## src/rtl/cfg_pkg.sv

```systemverilog
`timescale 1ns/1ps
package cfg_pkg;
  localparam int unsigned CFG_DATA_W = 32;
  localparam int unsigned CFG_BUS_W  = 8;
  localparam int unsigned CFG_DEV_W  = 5;
  localparam int unsigned CFG_FUNC_W = 3;
  localparam int unsigned CFG_REG_W  = 8;
  localparam int unsigned CFG_LOW_ZERO = 2;

  typedef enum logic [0:0] {
    CTL_IDLE = 1'b0,
    CTL_WAIT = 1'b1
  } ctl_state_e;
endpackage

```

## src/rtl/cfg_addr_latch.sv

```systemverilog
`timescale 1ns/1ps
module cfg_addr_latch #(
  parameter int unsigned DATA_W   = 32,
  parameter int unsigned BE_W     = DATA_W / 8,
  parameter int unsigned LOW_ZERO = 2
) (
  input  logic              clk,
  input  logic              rst_n,
  input  logic              wr_en,
  input  logic [DATA_W-1:0] wdata,
  input  logic [BE_W-1:0]   be,
  output logic [DATA_W-1:0] addr_q,
  output logic [DATA_W-1:0] addr_next
);
  localparam logic [DATA_W-1:0] LOW_MASK =
    {{(DATA_W-LOW_ZERO){1'b0}}, {LOW_ZERO{1'b1}}};

  function automatic logic [DATA_W-1:0] merge_bytes(
    input logic [DATA_W-1:0] old_w,
    input logic [DATA_W-1:0] new_w,
    input logic [BE_W-1:0]   en
  );
    logic [DATA_W-1:0] m;
    m = old_w;
    for (int b = 0; b < BE_W; b++) begin
      if (en[b]) m[b*8 +: 8] = new_w[b*8 +: 8];
    end
    return m;
  endfunction

  function automatic logic [DATA_W-1:0] align_word(input logic [DATA_W-1:0] w);
    return w & ~LOW_MASK;
  endfunction

  assign addr_next = align_word(merge_bytes(addr_q, wdata, be));

  always_ff @(posedge clk) begin
    if (!rst_n)     addr_q <= '0;
    else if (wr_en) addr_q <= addr_next;
  end
endmodule

```

## src/rtl/cfg_target_sel.sv

```systemverilog
`timescale 1ns/1ps
module cfg_target_sel #(
  parameter int unsigned DATA_W   = 32,
  parameter int unsigned BUS_W    = 8,
  parameter int unsigned DEV_W    = 5,
  parameter int unsigned FUNC_W   = 3,
  parameter int unsigned REG_W    = 8,
  parameter int unsigned LOW_ZERO = 2
) (
  input  logic              clk,
  input  logic              rst_n,
  input  logic              wr_evt,
  input  logic [DATA_W-1:0] addr_next,
  input  logic [DATA_W-1:0] addr_q,
  input  logic [BUS_W-1:0]  local_bus,
  output logic              tgt_ok,
  output logic [DEV_W-1:0]  tgt_dev,
  output logic [FUNC_W-1:0] tgt_func,
  output logic [REG_W-1:0]  tgt_reg
);
  localparam int unsigned FUNC_LSB = REG_W;
  localparam int unsigned DEV_LSB  = FUNC_LSB + FUNC_W;
  localparam int unsigned BUS_LSB  = DEV_LSB + DEV_W;
  localparam int unsigned TOP_USED = BUS_LSB + BUS_W;
  localparam int unsigned EN_BIT   = DATA_W - 1;
  localparam logic [REG_W-1:0] REG_MASK =
    ~{{(REG_W-LOW_ZERO){1'b0}}, {LOW_ZERO{1'b1}}};

  function automatic logic [BUS_W-1:0] bus_field(input logic [DATA_W-1:0] w);
    return w[BUS_LSB +: BUS_W];
  endfunction

  function automatic logic [REG_W-1:0] reg_field(input logic [DATA_W-1:0] w);
    return w[REG_W-1:0] & REG_MASK;
  endfunction

  logic match_q;
  logic unused_reserved;

  always_ff @(posedge clk) begin
    if (!rst_n)      match_q <= 1'b0;
    else if (wr_evt) match_q <= (bus_field(addr_next) == local_bus);
  end

  assign tgt_ok   = match_q & addr_q[EN_BIT];
  assign tgt_dev  = addr_q[DEV_LSB +: DEV_W];
  assign tgt_func = addr_q[FUNC_LSB +: FUNC_W];
  assign tgt_reg  = reg_field(addr_q);
  assign unused_reserved = ^{addr_q[EN_BIT-1:TOP_USED], addr_next[EN_BIT:TOP_USED],
                             addr_next[BUS_LSB-1:0]};
endmodule

```

## src/rtl/cfg_req_ctrl.sv

```systemverilog
`timescale 1ns/1ps
module cfg_req_ctrl
  import cfg_pkg::*;
#(
  parameter int unsigned DATA_W = 32,
  parameter int unsigned BE_W   = DATA_W / 8,
  parameter int unsigned DEV_W  = 5,
  parameter int unsigned FUNC_W = 3,
  parameter int unsigned REG_W  = 8,
  parameter logic [DATA_W-1:0] INVALID_RD = '1
) (
  input  logic              clk,
  input  logic              rst_n,
  input  logic              data_sel,
  input  logic              host_we,
  input  logic [DATA_W-1:0] host_wdata,
  input  logic [BE_W-1:0]   host_be,
  input  logic              tgt_ok,
  input  logic [DEV_W-1:0]  tgt_dev,
  input  logic [FUNC_W-1:0] tgt_func,
  input  logic [REG_W-1:0]  tgt_reg,
  output logic              data_ready,
  output logic [DATA_W-1:0] data_rdata,
  output logic              dev_req,
  output logic              dev_we,
  output logic [DEV_W-1:0]  dev_dev,
  output logic [FUNC_W-1:0] dev_func,
  output logic [REG_W-1:0]  dev_reg,
  output logic [DATA_W-1:0] dev_wdata,
  output logic [BE_W-1:0]   dev_mask,
  input  logic              dev_ack,
  input  logic [DATA_W-1:0] dev_rdata
);
  ctl_state_e state_q, state_d;
  logic       launch;
  logic       drop;
  logic       finish;

  assign launch = (state_q == CTL_IDLE) && data_sel && tgt_ok;
  assign drop   = (state_q == CTL_IDLE) && data_sel && !tgt_ok;
  assign finish = (state_q == CTL_WAIT) && dev_ack;

  always_comb begin
    state_d = state_q;
    if (launch)      state_d = CTL_WAIT;
    else if (finish) state_d = CTL_IDLE;
  end

  always_ff @(posedge clk) begin
    if (!rst_n) begin
      state_q   <= CTL_IDLE;
      dev_we    <= 1'b0;
      dev_dev   <= '0;
      dev_func  <= '0;
      dev_reg   <= '0;
      dev_wdata <= '0;
      dev_mask  <= '0;
    end else begin
      state_q <= state_d;
      if (launch) begin
        dev_we    <= host_we;
        dev_dev   <= tgt_dev;
        dev_func  <= tgt_func;
        dev_reg   <= tgt_reg;
        dev_wdata <= host_wdata;
        dev_mask  <= host_be;
      end
    end
  end

  assign dev_req    = (state_q == CTL_WAIT);
  assign data_ready = drop || finish;
  assign data_rdata = finish ? dev_rdata : INVALID_RD;

  assert_req_hold_R7: assert property (@(posedge clk) disable iff (!rst_n)
    dev_req && !dev_ack |=> dev_req);

  assert_req_drop_R7: assert property (@(posedge clk) disable iff (!rst_n)
    dev_req && dev_ack |=> !dev_req);

  assert_req_stable_R6: assert property (@(posedge clk) disable iff (!rst_n)
    dev_req && !dev_ack |=> $stable({dev_we, dev_dev, dev_func, dev_reg, dev_wdata, dev_mask}));

  assert_ready_on_ack_R7: assert property (@(posedge clk) disable iff (!rst_n)
    dev_req && dev_ack |-> data_ready && (data_rdata == dev_rdata));

  assert_no_req_invalid_R4: assert property (@(posedge clk) disable iff (!rst_n)
    $rose(dev_req) |-> $past(tgt_ok && data_sel));
endmodule

```

## src/rtl/cfg_access_port.sv

```systemverilog
`timescale 1ns/1ps
module cfg_access_port
  import cfg_pkg::*;
#(
  parameter int unsigned DATA_W = CFG_DATA_W,
  parameter int unsigned BUS_W  = CFG_BUS_W,
  parameter int unsigned DEV_W  = CFG_DEV_W,
  parameter int unsigned FUNC_W = CFG_FUNC_W,
  parameter int unsigned REG_W  = CFG_REG_W,
  parameter int unsigned LOW_ZERO = CFG_LOW_ZERO,
  parameter logic [DATA_W-1:0] INVALID_RD = '1,
  localparam int unsigned BE_W = DATA_W / 8
) (
  input  logic              clk,
  input  logic              rst_n,
  input  logic              host_sel,
  input  logic              host_we,
  input  logic              host_word,
  input  logic [DATA_W-1:0] host_wdata,
  input  logic [BE_W-1:0]   host_be,
  output logic [DATA_W-1:0] host_rdata,
  output logic              host_ready,
  input  logic [BUS_W-1:0]  local_bus,
  output logic              dev_req,
  output logic              dev_we,
  output logic [DEV_W-1:0]  dev_dev,
  output logic [FUNC_W-1:0] dev_func,
  output logic [REG_W-1:0]  dev_reg,
  output logic [DATA_W-1:0] dev_wdata,
  output logic [BE_W-1:0]   dev_mask,
  input  logic              dev_ack,
  input  logic [DATA_W-1:0] dev_rdata
);
  logic              addr_wr_evt;
  logic              data_sel;
  logic [DATA_W-1:0] addr_q;
  logic [DATA_W-1:0] addr_next;
  logic              tgt_ok;
  logic [DEV_W-1:0]  tgt_dev;
  logic [FUNC_W-1:0] tgt_func;
  logic [REG_W-1:0]  tgt_reg;
  logic              data_ready;
  logic [DATA_W-1:0] data_rdata;

  assign addr_wr_evt = host_sel && !host_word && host_we;
  assign data_sel    = host_sel && host_word;

  cfg_addr_latch #(.DATA_W(DATA_W), .BE_W(BE_W), .LOW_ZERO(LOW_ZERO)) u_latch (
    .clk(clk), .rst_n(rst_n), .wr_en(addr_wr_evt), .wdata(host_wdata),
    .be(host_be), .addr_q(addr_q), .addr_next(addr_next)
  );

  cfg_target_sel #(.DATA_W(DATA_W), .BUS_W(BUS_W), .DEV_W(DEV_W),
                   .FUNC_W(FUNC_W), .REG_W(REG_W), .LOW_ZERO(LOW_ZERO)) u_sel (
    .clk(clk), .rst_n(rst_n), .wr_evt(addr_wr_evt), .addr_next(addr_next),
    .addr_q(addr_q), .local_bus(local_bus), .tgt_ok(tgt_ok),
    .tgt_dev(tgt_dev), .tgt_func(tgt_func), .tgt_reg(tgt_reg)
  );

  cfg_req_ctrl #(.DATA_W(DATA_W), .BE_W(BE_W), .DEV_W(DEV_W), .FUNC_W(FUNC_W),
                 .REG_W(REG_W), .INVALID_RD(INVALID_RD)) u_ctl (
    .clk(clk), .rst_n(rst_n), .data_sel(data_sel), .host_we(host_we),
    .host_wdata(host_wdata), .host_be(host_be), .tgt_ok(tgt_ok),
    .tgt_dev(tgt_dev), .tgt_func(tgt_func), .tgt_reg(tgt_reg),
    .data_ready(data_ready), .data_rdata(data_rdata),
    .dev_req(dev_req), .dev_we(dev_we), .dev_dev(dev_dev), .dev_func(dev_func),
    .dev_reg(dev_reg), .dev_wdata(dev_wdata), .dev_mask(dev_mask),
    .dev_ack(dev_ack), .dev_rdata(dev_rdata)
  );

  assign host_ready = host_word ? data_ready : host_sel;
  assign host_rdata = host_word ? data_rdata : addr_q;

  assert_addr_no_overlap_R1: assert property (@(posedge clk) disable iff (!rst_n)
    host_sel && !host_word |-> !dev_req);

  assert_reset_idle_R8: assert property (@(posedge clk)
    !rst_n |=> !dev_req);
endmodule

```

## config.mk

```make
export PLATFORM = sky130hd
export DESIGN_NAME = cfg_access_port
export DESIGN_NICKNAME = d
export VERILOG_FILES = /design/src/rtl/cfg_pkg.sv /design/src/rtl/cfg_addr_latch.sv /design/src/rtl/cfg_target_sel.sv /design/src/rtl/cfg_req_ctrl.sv /design/src/rtl/cfg_access_port.sv
export SDC_FILE = /design/constraint.sdc
export NUM_CORES = 1
export LEC_CHECK = 0
export ABC_AREA = 1
export BUFFER_PORTS_ARGS = -buffer_cell sky130_fd_sc_hd__buf_2
export CORE_MARGIN = 10
export CORE_UTILIZATION = 44
export CTS_BUF_LIST = sky130_fd_sc_hd__clkbuf_8
export CTS_CLUSTER_DIAMETER = 100
export CTS_CLUSTER_SIZE = 28
export DETAILED_ROUTE_END_ITERATION = 6
export GPL_ROUTABILITY_DRIVEN = 1
export PLACE_DENSITY = 0.79
export SLEW_MARGIN = 30
export SYNTH_ARGS = -nofsm -noshare
export SYNTH_HDL_FRONTEND = slang
export SYNTH_SLANG_ARGS = --single-unit
```

## constraint.sdc

```tcl
create_clock -name clk -period 1.06 [get_ports clk]
set_input_delay 0.212 -clock clk [delete_from_list [all_inputs] [get_ports clk]]
set_output_delay 0.212 -clock clk [all_outputs]
set_load 0.05 [all_outputs]
```

==> impl_metrics.env, run 1 <==
export IMPL_status="stopped before the end"
export IMPL_cts_sinks=83
export IMPL_firstError="[ERROR GRT-0232] Routing congestion too high. Check the congestion heatmap in the GUI."
export IMPL_yosysSeqAreaShare_pct=45.7
export IMPL_cts_buffers=9
export IMPL_root_buffer="clkbuf_8"
export IMPL_clockBufferDepth=2
export IMPL_stop_stage="global routing"
export IMPL_gr_usage_all_layers_pct=66.5
export IMPL_grt_ovfl_total=158
export IMPL_die_w_um=111
export IMPL_synth_cell_type_count=24
export IMPL_placed_cell_area_um2=5520
export IMPL_io_pins=169
export IMPL_syn_inst=495
export IMPL_dp_hpwl_um=10300
export IMPL_die_h_um=111
export IMPL_avgSynthCellArea_um2=7.35
export IMPL_ys_seq_elements=83
export IMPL_antenna_found_initial=5
export IMPL_worst_endpoint_kind="output port"
export IMPL_grt_max_degree=48
export IMPL_start_util_pct=44.7
export IMPL_postGrtWorstEndpoint="host_rdata[20]"
export IMPL_fp_row_count=33
export IMPL_place_gp_congestion=0.926
export IMPL_synth_warnings=0
export IMPL_htree_levels=3
export IMPL_syn_area_um2=3640
export IMPL_port_buffers=166
-- stage by stage --
step | instances | util, % | setup WS, ns
CTS | 833 | 88.1 | -0.561
detailed placement | 793 | 67.9 | -0.371
floorplan | 496 | - | -0.186
global placement | 793 | 67.9 | -0.310
-- synth_stat cells (all sizes together) --
library cell  number  area, µm²
a21boi             1       7.51
inv               47        176
a21oi             50        318
o21ai            142        711
a31oi              2       12.5
nand2             46        175
nor2              75        292
nand3             10       55.1
xnor2              1       8.76
clkinv             1       8.76
a211oi             1       7.51
clkbuf            21       78.8
dfxtp             83       1660
buf               14        123
conb               1       3.75
-- timing repair --
| action | CTS |
|---|---|
| pin swaps | 7 |
| hold buffers | 0 |
| resized for setup | 366 |
| setup buffers | 15 |
| endpoints found under the setup margin | 139 |
| endpoints found under the hold margin | 0 |
| gates cloned | 9 |
-- per-layer routing --
layer	track usage (%)	GRT overflow
met1	63.2	5
met4	74.1	63
met2	84.2	90
met3	50.8	0
met5	5.00	0
-- logic make-up after synthesis --
family | share of synthesized area [%]
xor+xnor | 0.241
flops | 45.7
compound gates | 29.0
buf+inv | 10.6
other cells | 0.103
simple gates | 14.3
==> inputs of run 2 (changes only) <==
--- a/config.mk
+++ b/config.mk
@@ -8,13 +8,10 @@
 export ABC_AREA = 1
 export BUFFER_PORTS_ARGS = -buffer_cell sky130_fd_sc_hd__buf_2
 export CORE_MARGIN = 10
-export CORE_UTILIZATION = 44
-export CTS_BUF_LIST = sky130_fd_sc_hd__clkbuf_8
-export CTS_CLUSTER_DIAMETER = 100
-export CTS_CLUSTER_SIZE = 28
+export CORE_UTILIZATION = 30
 export DETAILED_ROUTE_END_ITERATION = 6
 export GPL_ROUTABILITY_DRIVEN = 1
-export PLACE_DENSITY = 0.79
+export PLACE_DENSITY_LB_ADDON = 0.15
 export SLEW_MARGIN = 30
 export SYNTH_ARGS = -nofsm -noshare
 export SYNTH_HDL_FRONTEND = slang
==> constraint.sdc (replaced) <==
create_clock -name clk -period 1.4 [get_ports clk]
set_input_delay 0.28 -clock clk [delete_from_list [all_inputs] [get_ports clk]]
set_output_delay 0.28 -clock clk [all_outputs]
set_load 0.05 [all_outputs]
==> run 2 against run 1 <==
Net effect: the flow now finishes, with violations (negative setup slack); synthesized cell count did not move; area after synthesis did not move.
==> impl_metrics.env, run 2 <==
export IMPL_status="finished, violations left"
export IMPL_violations="negative setup slack"
export IMPL_fillers=1127
export IMPL_setup_slack_ns=-0.266
export IMPL_clockBufferDepth=2
export IMPL_cpPeakStageDelay_ns=0.38
export IMPL_ys_flop_type="dfxtp_1"
export IMPL_endpoint_kind="output port"
export IMPL_cts_sinks=83
export IMPL_setup_viol=74
export IMPL_slew_violations=0
export IMPL_final_common_cell="buf_2"
export IMPL_drtIter0Drc=175
export IMPL_r2r_start="u_ctl.dev_req$_SDFFE_PN0P_"
export IMPL_netlist_top_cells_count="o21ai_0 (124), dfxtp_1 (83), nor2_1 (73), nand2_1 (45), inv_1 (44)"
export IMPL_cp_endpoint="host_rdata[30]"
export IMPL_hold_ws_ns=0.179
export IMPL_largest_register_ffs=32
export IMPL_rsz0062_at_grt="yes"
export IMPL_start_util_pct=30.4
export IMPL_routedWlPerCell_um=17.1
export IMPL_synth_fa_ha_area_share_pct=0
export IMPL_grt_pass1_vias=3984
export IMPL_cts_buffers=9
export IMPL_powerDensity_nw_per_um2=943
export IMPL_cp_num_cells=5
export IMPL_finalHoldViolCount=0
export IMPL_arrival_ns=1.39
export IMPL_synth_mux_area_fraction_pct=0
export IMPL_ys_seq_elements=83
export IMPL_post_route_period_util_pct=119
export IMPL_crit_required_ns=1.12
export IMPL_pwr_share_comb_pct=17.5
export IMPL_synth_compound_area_share_pct=29.0
export IMPL_drt_antenna_violating_nets=0
export IMPL_path_common_cell="o21ai_4"
export IMPL_cp_max_fo=9
export IMPL_io_pins=169
export IMPL_synth_top_family_by_area="compound AO/OA/AOI/OAI gates"
export IMPL_netlist_top_cell_by_area="dfxtp_1"
export IMPL_dieArea_um2=16900
export IMPL_synth_most_common_cell="o21ai_0"
export IMPL_dr_total_vias=4036
export IMPL_syn_inst=495
export IMPL_critPathBufInv=2
export IMPL_gr_usage_all_layers_pct=15.4
export IMPL_maxCapViolations=0
export IMPL_htree_levels=3
export IMPL_clkPwrFrac_pct=43.3
export IMPL_die_h_um=130
export IMPL_leakagePower_nw=2.79
export IMPL_fin_nets=767
export IMPL_ir_drop_mv=0.512
export IMPL_die_w_um=130
export IMPL_synth_xor_area_share_pct=0.241
export IMPL_synth_warnings=0
export IMPL_critPathLaunch="u_ctl.dev_req$_SDFFE_PN0P_"
export IMPL_intPower_mw=4.46
export IMPL_root_buffer="clkbuf_16"
export IMPL_grt_ovfl_total=0
export IMPL_synthTopCellsByArea="dfxtp_1 (46%), o21ai_0 (17%), nor2_1 (7.5%)"
export IMPL_rr_endpoint="u_ctl.dev_wdata[24]$_SDFFE_PN0P_"
export IMPL_critPathKind="reg -> out"
export IMPL_firstDrtPassIters=4
export IMPL_finalClockSkew_ns=0.00797
export IMPL_dp_hpwl_um=10000
export IMPL_final_cell_mix="buf_2 (131), dfxtp_1 (82), nor2_1 (69)"
export IMPL_coreArea_um2=12000
export IMPL_min_delay_path_class="in -> reg"
export IMPL_wirelength_um=14400
export IMPL_synth_cell_type_count=24
export IMPL_insertion_delay_ns=0.34
export IMPL_clk_pin_slew_ns=0.07
export IMPL_async_flop_share_pct=0
export IMPL_fp_row_count=40
export IMPL_crit_chain="nand2_8 -> buf_12 -> o21ai_4 -> o21ai_4 -> buf_6"
export IMPL_max_freq_mhz=600
export IMPL_instances_no_fill=839
export IMPL_synth_edff_count=0
export IMPL_grt_pass1_wl_um=20500
export IMPL_seq_power_share_pct=39.2
export IMPL_place_gp_congestion=0.827
export IMPL_placed_cells=800
export IMPL_setup_worst_path_start_class="register"
export IMPL_path_delay_family="flip-flops"
export IMPL_period_minus_slack_ns=1.67
export IMPL_pre_cts_ws_ns=-0.0575
export IMPL_r2r_slack_ns=-0.10
export IMPL_worstHoldStart="host_wdata[1]"
export IMPL_avgSynthCellArea_um2=7.35
export IMPL_grt_max_degree=47
export IMPL_drive_gt1_share_pct=52.8
export IMPL_syn_area_um2=3640
export IMPL_port_buffers=166
export IMPL_areaGrowthSynthToFinish_pct=79.1
export IMPL_synth_simple_area_share_pct=14.3
export IMPL_worst_path_max_delay_cell="dfxtp_4"
export IMPL_switching_share_pct=27.3
export IMPL_synth_top_area_share_pct=45.7
export IMPL_cts_tree="yes"
export IMPL_drc=0
export IMPL_fin_tns_setup_ns=-9.81
export IMPL_yosysSeqAreaShare_pct=45.7
export IMPL_viasPerCell=4.81
export IMPL_final_util_pct=54.5
export IMPL_antenna_found_initial=1
export IMPL_worstRegToRegCells=8
export IMPL_p_sw_mw=1.68
run 2: cell counts after synthesis:
No cell type changed its count.
run 2: worst min-delay path by stage:
stage	depth (start not counted)	endpoint	slack, ns
2_1_floorplan	2	u_ctl.dev_wdata[17]$_SDFFE_PN0P_	0.42
3_3_place_gp	2	u_ctl.dev_wdata[12]$_SDFFE_PN0P_	0.46
3_5_place_dp	2	u_ctl.dev_wdata[12]$_SDFFE_PN0P_	0.47
4_1_cts	3	u_ctl.dev_wdata[17]$_SDFFE_PN0P_	0.19
5_1_grt	3	u_ctl.dev_wdata[1]$_SDFFE_PN0P_	0.19
6_report	3	u_ctl.dev_wdata[1]$_SDFFE_PN0P_	0.18
run 2: per-layer routing:
metal | GRT usage, % | vias up | part of all wire (%)
li1 | - | 2020 | -
met1 | 17.5 | 1890 | 43
met2 | 25.9 | 107 | 48
met3 | 5.48 | 19 | 7.3
met4 | 5.89 | 0 | 1.5
met5 | 0 | - | 0
run 2: cell families after synthesis:
family | Yosys count
xor+xnor | 1
flops | 83
buf+inv | 83
simple gates | 131
other cells | 1
compound gates | 196
run 2: layout make-up:
| class | instances | area [µm²] | area share (%) |
|---|---|---|---|
| diodes | 2 | 5.00 | 0.0768 |
| clock buffers | 10 | 250 | 3.84 |
| clock inverters | 6 | 86.3 | 1.33 |
| inverters | 48 | 193 | 2.96 |
| multi-input cells | 330 | 2380 | 36.6 |
| flip-flops and latches | 83 | 1670 | 25.6 |
| well taps | 147 | 184 | 2.82 |
| repair buffers | 212 | 1730 | 26.6 |
| repair inverters | 1 | 16.3 | 0.250 |
run 2: worst min-delay path: stages:
cell and delay (ns):
buf_2 0.09, o21ai_2 0.05, nor2_1 0.06
run 2: timing repair:
action | in CTS | in global routing
pin swaps | 3 | 3
hold buffers | 0 | 0
setup endpoints to repair | 33 | 84
gates resized for setup | 115 | 100
buffers inserted | 2 | 6
gates cloned | 2 | 11
run 2: power by group through the flow:
stage | Combinational, mW | Clock, mW | Sequential (mW)
4_1_cts | 1.02 | 2.70 | 2.41
5_1_grt | 1.15 | 2.78 | 2.41
2_1_floorplan | 0.578 | 0 | 2.46
6_report | 1.08 | 2.66 | 2.41
3_5_place_dp | 0.883 | 0 | 2.46
3_3_place_gp | 0.873 | 0 | 2.46
run 2: per-stage QoR:
stage          total power, mW  area, µm²
6_report                  6.14       6520
5_1_grt                   6.34       6510
4_1_cts                   6.13       5950
3_5_place_dp              3.34       5120
3_3_place_gp              3.33       5120
2_1_floorplan             3.03       4010
Note: power is estimated with default switching activity, not from simulation.
==> inputs of run 3 (changes only) <==
--- a/config.mk
+++ b/config.mk
@@ -7,10 +7,12 @@
 export LEC_CHECK = 0
 export ABC_AREA = 1
 export BUFFER_PORTS_ARGS = -buffer_cell sky130_fd_sc_hd__buf_2
+export CORE_ASPECT_RATIO = 1.4
 export CORE_MARGIN = 10
 export CORE_UTILIZATION = 30
 export DETAILED_ROUTE_END_ITERATION = 6
 export GPL_ROUTABILITY_DRIVEN = 1
+export GPL_TIMING_DRIVEN = 0
 export PLACE_DENSITY_LB_ADDON = 0.15
 export SLEW_MARGIN = 30
 export SYNTH_ARGS = -nofsm -noshare
==> constraint.sdc (replaced) <==
create_clock -name clk -period 1.8 [get_ports clk]
set_input_delay 0.36 -clock clk [delete_from_list [all_inputs] [get_ports clk]]
set_output_delay 0.36 -clock clk [all_outputs]
set_load 0.05 [all_outputs]
==> run 3 against run 2 <==
Net effect: the run now ends clean; clock skew shrank 0.0017 ns; first-iteration DRC count shrank 31%; cell count shrank 1.7%; clock-buffer cell count shrank 1.
==> impl_metrics.env, run 3 (same netlist as run 2, synthesis figures left out) <==
export IMPL_wl_met1_um=5760
export IMPL_clockBufferDepth=2
export IMPL_clk_pin_slew_ns=0.06
export IMPL_cts_buffers=9
export IMPL_worstHoldStart="host_wdata[1]"
export IMPL_grt_pass1_wl_um=21000
export IMPL_port_buffers=165
export IMPL_drt_antenna_violating_nets=0
export IMPL_routedWlPerCell_um=17.0
export IMPL_final_cell_mix="buf_2 (138), dfxtp_1 (82), o21ai_0 (81)"
export IMPL_r2r_start="u_ctl.dev_req$_SDFFE_PN0P_"
export IMPL_maxSlewHeadroom_pct=58.1
export IMPL_final_common_cell="buf_2"
export IMPL_finalHoldViolCount=0
export IMPL_largest_register_ffs=32
export IMPL_wirelength_um=14000
export IMPL_hold_ws_ns=0.279
export IMPL_coreArea_um2=11900
export IMPL_grt_pass1_vias=3922
export IMPL_slew_violations=0
export IMPL_areaGrowthSynthToFinish_pct=43.2
export IMPL_worstRegToRegCells=6
export IMPL_fp_row_count=47
export IMPL_rr_endpoint="u_ctl.dev_wdata[9]$_SDFFE_PN0P_"
export IMPL_start_util_pct=30.6
export IMPL_min_delay_path_class="in -> reg"
export IMPL_dieArea_um2=17000
export IMPL_antenna_found_initial=1
export IMPL_insertedDiodeCount=0
export IMPL_post_route_period_util_pct=97.9
export IMPL_setup_worst_path_start_class="register"
export IMPL_die_h_um=150
export IMPL_r2r_slack_ns=0.35
export IMPL_root_buffer="clkbuf_16"
export IMPL_setup_slack_ns=0.0379
export IMPL_hold_depth=3
export IMPL_grt_ovfl_total=0
export IMPL_cts_tree="yes"
export IMPL_die_w_um=113
export IMPL_drive_gt1_share_pct=34.7
export IMPL_period_minus_slack_ns=1.76
export IMPL_io_pins=169
export IMPL_rsz0062_at_grt="yes"
export IMPL_drtIter0Drc=120
export IMPL_place_gp_congestion=0.803
export IMPL_crit_chain="nand2_4 -> clkbuf_8 -> o21ai_0 -> o21ai_1 -> buf_6"
export IMPL_gr_usage_all_layers_pct=15.6
export IMPL_pre_cts_ws_ns=-0.250
export IMPL_min_to="u_ctl.dev_wdata[1]$_SDFFE_PN0P_"
export IMPL_ir_drop_mv=0.516
export IMPL_cpPeakStageDelay_ns=0.37
export IMPL_maxCapViolations=0
export IMPL_worst_path_max_delay_cell="dfxtp_4"
export IMPL_dp_hpwl_um=10900
export IMPL_finalClockSkew_ns=0.00631
export IMPL_fin_nets=755
export IMPL_firstDrtPassIters=4
export IMPL_arrival_ns=1.40
export IMPL_tightest_slew_ns=0.629
export IMPL_cts_sinks=83
export IMPL_wl_met2_um=7210
export IMPL_powerDensity_nw_per_um2=870
export IMPL_met3WireLength_um=681
export IMPL_insertion_delay_ns=0.34
export IMPL_cp_max_fo=10
export IMPL_fillers=1282
export IMPL_leakagePower_nw=2.36
export IMPL_grt_max_degree=16
export IMPL_crit_required_ns=1.44
export IMPL_endpoint_kind="output port"
export IMPL_critPathKind="reg -> out"
export IMPL_htree_levels=3
export IMPL_routed_top_layer="met5"
export IMPL_viasPerCell=4.72
export IMPL_p_total_mw=4.54
export IMPL_max_freq_mhz=567
export IMPL_dr_total_vias=3895
export IMPL_drc=0
export IMPL_status="finished clean"
export IMPL_hold_buffers=0
export IMPL_setup_viol=0
==> run 3: changes by cell type in the layout (fill, tap and decap cells not counted), sizes merged <==
cell / delta
buf: -25
clkbuf: +13
clkinv: -4
clkinvlp: +2
diode: -2
inv: +2
==> run 3: power breakdown <==
part | leakage (nW) | internal [mW] | switching (mW)
clock network | 0.149 | 1.23 | 0.793
registers | 0.672 | 1.86 | 0.00915
logic | 1.54 | 0.223 | 0.424
total | 2.36 | 3.31 | 1.23
==> run 3: area by class of cell <==
type	count	area (µm²)	share of cell area (%)
tap	147	184	3.53
multi-input combinational	330	1610	30.9
timing repair buffer	166	1000	19.3
clock buffer	9	225	4.32
sequential	83	1670	32.0
clock inverter	7	100	1.92
buffer	35	238	4.56
inverter	48	185	3.55
==> run 3: per-layer routing <==
metal / up-vias / GRT usage, %
li1: 1988 / -
met1: 1776 / 17.3
met2: 107 / 28.0
met3: 22 / 3.74
met4: 2 / 6.11
met5: - / 0
==> run 3: how the worst max path moves through the flow <==
stage | startpoint | to | slack [ns] | cells after the start
2_1_floorplan | host_word | host_rdata[2] | -0.20 | 2
3_3_place_gp | dev_ack | host_rdata[29] | -0.24 | 6
3_5_place_dp | dev_ack | host_rdata[29] | -0.25 | 6
4_1_cts | u_ctl.dev_req$_SDFFE_PN0P_ | host_rdata[12] | -0.006 | 5
5_1_grt | u_ctl.dev_req$_SDFFE_PN0P_ | host_rdata[24] | -0.04 | 5
6_report | u_ctl.dev_req$_SDFFE_PN0P_ | host_rdata[24] | 0.04 | 5
==> run 3: per-stage QoR <==
step	TNS (ns)	cell area, µm²	util [%]	cells
2_1_floorplan	-0.610	3650	-	496
6_report	0	5210	43.9	825
3_3_place_gp	-5.89	4660	39.2	808
4_1_cts	-0.00620	5120	43.1	825
5_1_grt	-0.147	5210	43.9	825
3_5_place_dp	-6.06	4660	39.2	808
==> run 3: critical path: cells and delay by family (launching register included) <==
kind	cells	cell delay, ns
flops	1	0.37
buf+inv	2	0.36
compound gates	2	0.25
simple gates	1	0.09
==> run 3: what timing repair did <==
action                                  CTS  global route
gates resized for setup                  49            41
buffers inserted                          1             0
endpoints found under the setup margin   33            27
endpoints found under the hold margin     0             0
==> inputs of run 4 (changes only) <==
--- a/config.mk
+++ b/config.mk
@@ -5,7 +5,6 @@
 export SDC_FILE = /design/constraint.sdc
 export NUM_CORES = 1
 export LEC_CHECK = 0
-export ABC_AREA = 1
 export BUFFER_PORTS_ARGS = -buffer_cell sky130_fd_sc_hd__buf_2
 export CORE_ASPECT_RATIO = 1.4
 export CORE_MARGIN = 10
==> constraint.sdc (replaced) <==
create_clock -name clk -period 2.1 [get_ports clk]
set_input_delay 0.42 -clock clk [delete_from_list [all_inputs] [get_ports clk]]
set_output_delay 0.42 -clock clk [all_outputs]
set_load 0.05 [all_outputs]
==> run 4 against run 3 <==
Net effect: sequential power shrank 14%; via count decreased by 10%; die area increased by 1.2%; worst setup slack gained 0.12 ns; first-iteration DRC count shrank 0.83%; flip-flop and latch count unchanged; critical path type unchanged; non-clock buffer count down 2; clock power fell by 26%; combinational power shrank 30%; wire length decreased by 7.1%.
==> impl_metrics.env, run 4 <==
export IMPL_status="finished clean"
export IMPL_yosysSeqAreaShare_pct=45.0
export IMPL_dr_total_vias=3502
export IMPL_rsz0062_at_grt="no"
export IMPL_dp_hpwl_um=10400
export IMPL_final_cell_mix="buf_2 (170), nand2_1 (162), dfxtp_1 (82)"
export IMPL_fin_nets=694
export IMPL_cp_max_fo=10
export IMPL_r2r_slack_ns=0.69
export IMPL_syn_inst=437
export IMPL_htree_levels=3
export IMPL_instances_no_fill=765
export IMPL_period_minus_slack_ns=1.94
export IMPL_max_freq_mhz=515
export IMPL_arrival_ns=1.52
export IMPL_r2r_start="u_latch.addr_q[31]$_SDFFE_PN0P_"
export IMPL_use_met3_pct=4.99
export IMPL_drt_antenna_violating_nets=0
export IMPL_min_to="u_ctl.dev_wdata[6]$_SDFFE_PN0P_"
export IMPL_drive_gt1_share_pct=33.7
export IMPL_ys_flop_type="dfxtp_1"
export IMPL_synth_top_area_share_pct=45.0
export IMPL_grt_pass1_vias=3527
export IMPL_coreArea_um2=11900
export IMPL_grt_max_degree=14
export IMPL_final_util_pct=41.8
export IMPL_min_delay_path_class="in -> reg"
export IMPL_hold_buffers=0
export IMPL_design_area_um2=4990
export IMPL_powerDensity_nw_per_um2=709
export IMPL_maxSlewHeadroom_pct=61.5
export IMPL_insertion_delay_ns=0.33
export IMPL_grt_pass1_wl_um=19800
export IMPL_finalClockSkew_ns=0.00680
export IMPL_firstDrtPassIters=4
export IMPL_crit_required_ns=1.68
export IMPL_die_w_um=114
export IMPL_synth_most_common_cell="nand2_1"
export IMPL_synthTopCellsByArea="dfxtp_1 (45%), nand2_1 (16%), a21boi_0 (8.5%)"
export IMPL_grt_use_met2_pct=25.8
export IMPL_syn_area_um2=3690
export IMPL_ys_seq_elements=83
export IMPL_drc=0
export IMPL_post_route_period_util_pct=92.5
export IMPL_antenna_found_initial=1
export IMPL_final_common_cell="buf_2"
export IMPL_synth_cell_type_count=26
export IMPL_hold_depth=3
export IMPL_worstRegToRegCells=5
export IMPL_cts_tree="yes"
export IMPL_slew_violations=0
export IMPL_cts_sinks=83
export IMPL_setup_viol=0
export IMPL_grt_ovfl_total=0
export IMPL_rr_endpoint="u_ctl.dev_wdata[12]$_SDFFE_PN0P_"
export IMPL_maxCapViolations=0
export IMPL_placed_cell_area_um2=4690
export IMPL_dieArea_um2=17200
export IMPL_viasPerCell=4.58
export IMPL_setup_slack_ns=0.157
export IMPL_tightest_slew_ns=0.577
export IMPL_synth_warnings=0
export IMPL_fp_row_count=47
export IMPL_clk_pin_slew_ns=0.06
export IMPL_endpoint_kind="output port"
export IMPL_async_flop_share_pct=0
export IMPL_die_h_um=151
export IMPL_finalHoldViolCount=0
export IMPL_wirelength_um=13000
export IMPL_pre_cts_ws_ns=-0.0208
export IMPL_root_buffer="clkbuf_16"
export IMPL_routedWlPerCell_um=17.0
export IMPL_cts_buffers=9
export IMPL_synth_edff_count=0
export IMPL_clockBufferDepth=2
export IMPL_gr_usage_all_layers_pct=14.7
export IMPL_start_util_pct=30.9
export IMPL_critPathKind="reg -> out"
export IMPL_place_gp_congestion=0.780
export IMPL_busiest_layer="met2"
export IMPL_ir_drop_mv=0.337
export IMPL_drtIter0Drc=119
export IMPL_grt_met1_usage_pct=16.4
export IMPL_hold_ws_ns=0.336
export IMPL_netlist_top_cells_count="nand2_1 (162), dfxtp_1 (83), a21boi_0 (42), a21boi_1 (40), o22a_1 (30)"
export IMPL_areaGrowthSynthToFinish_pct=35.3
export IMPL_largest_register_ffs=32
export IMPL_setup_worst_path_start_class="register"
export IMPL_io_pins=169
export IMPL_placed_cells=748
export IMPL_port_buffers=163
export IMPL_avgSynthCellArea_um2=8.45
export IMPL_netlist_top_cell_by_area="dfxtp_1"
export IMPL_fillers=1290
export IMPL_leakagePower_nw=2.12
export IMPL_worstHoldStart="host_wdata[6]"
-- run 4: changes by cell type in the layout (fill, tap and decap cells not counted), moves of 42 or more --
cell      previous run  this run
a21boi_0             0        42
nor2_1              71         4
o21ai_1             60         0
nand2_1             44       162
inv_1               44         1
o21ai_0             81         1
-- run 4: layout make-up --
| cell class | count | area (µm²) | share of cell area (%) |
|---|---|---|---|
| Multi-Input combinational cell | 318 | 1810 | 36.2 |
| Clock buffer | 12 | 256 | 5.14 |
| Clock inverter | 4 | 25.0 | 0.501 |
| Inverter | 1 | 3.75 | 0.0752 |
| Buffer | 36 | 235 | 4.71 |
| Antenna cell | 1 | 2.50 | 0.0501 |
| Tap cell | 147 | 184 | 3.68 |
| Timing Repair Buffer | 163 | 816 | 16.3 |
| Sequential cell | 83 | 1660 | 33.3 |
-- run 4: worst max path at each step --
stage,start,to,slack [ns],cells after the start
2_1_floorplan,u_ctl.dev_req$_SDFFE_PN0P_,host_rdata[21],0.15,3
3_3_place_gp,dev_ack,host_rdata[11],-0.04,5
3_5_place_dp,dev_ack,host_rdata[11],-0.02,5
4_1_cts,u_ctl.dev_req$_SDFFE_PN0P_,host_rdata[26],0.04,4
5_1_grt,u_ctl.dev_req$_SDFFE_PN0P_,host_rdata[24],0.07,4
6_report,u_ctl.dev_req$_SDFFE_PN0P_,host_rdata[26],0.16,4
-- run 4: cell families after synthesis --
group | share of synthesized area [%]
compound gates | 24.5
xor+xnor | 1.90
buf+inv | 6.24
flops | 45.0
mux | 2.17
other cells | 0.102
simple gates | 20.1
-- run 4: critical path: stages, from the launching register on --
cell	delay (ns)
dfxtp_2	0.39
nand3_2	0.14
clkbuf_2	0.24
o22a_1	0.20
buf_2	0.21
-- run 4: timing repair --
item	CTS	global route
buffers inserted	0	0
gates cloned	0	0
setup endpoints to repair	30	24
gates resized for setup	6	1
-- run 4: where the power goes --
part	switching [mW]	internal (mW)
logic	0.286	0.164
registers	0.0101	1.59
clock network	0.633	0.862
-- run 4: per-stage QoR --
| step | setup TNS (ns) | total power, mW |
|---|---|---|
| 2_1_floorplan | 0 | 1.92 |
| 5_1_grt | 0 | 3.67 |
| 3_5_place_dp | -0.0208 | 2.08 |
| 4_1_cts | 0 | 3.58 |
| 3_3_place_gp | -0.141 | 2.08 |
| 6_report | 0 | 3.54 |
-- run 4: per-layer routing --
layer	wire [µm]	up-vias
met4	165	0
li1	-	1812
met2	6690	92
met5	0	-
met1	5280	1590
met3	867	8
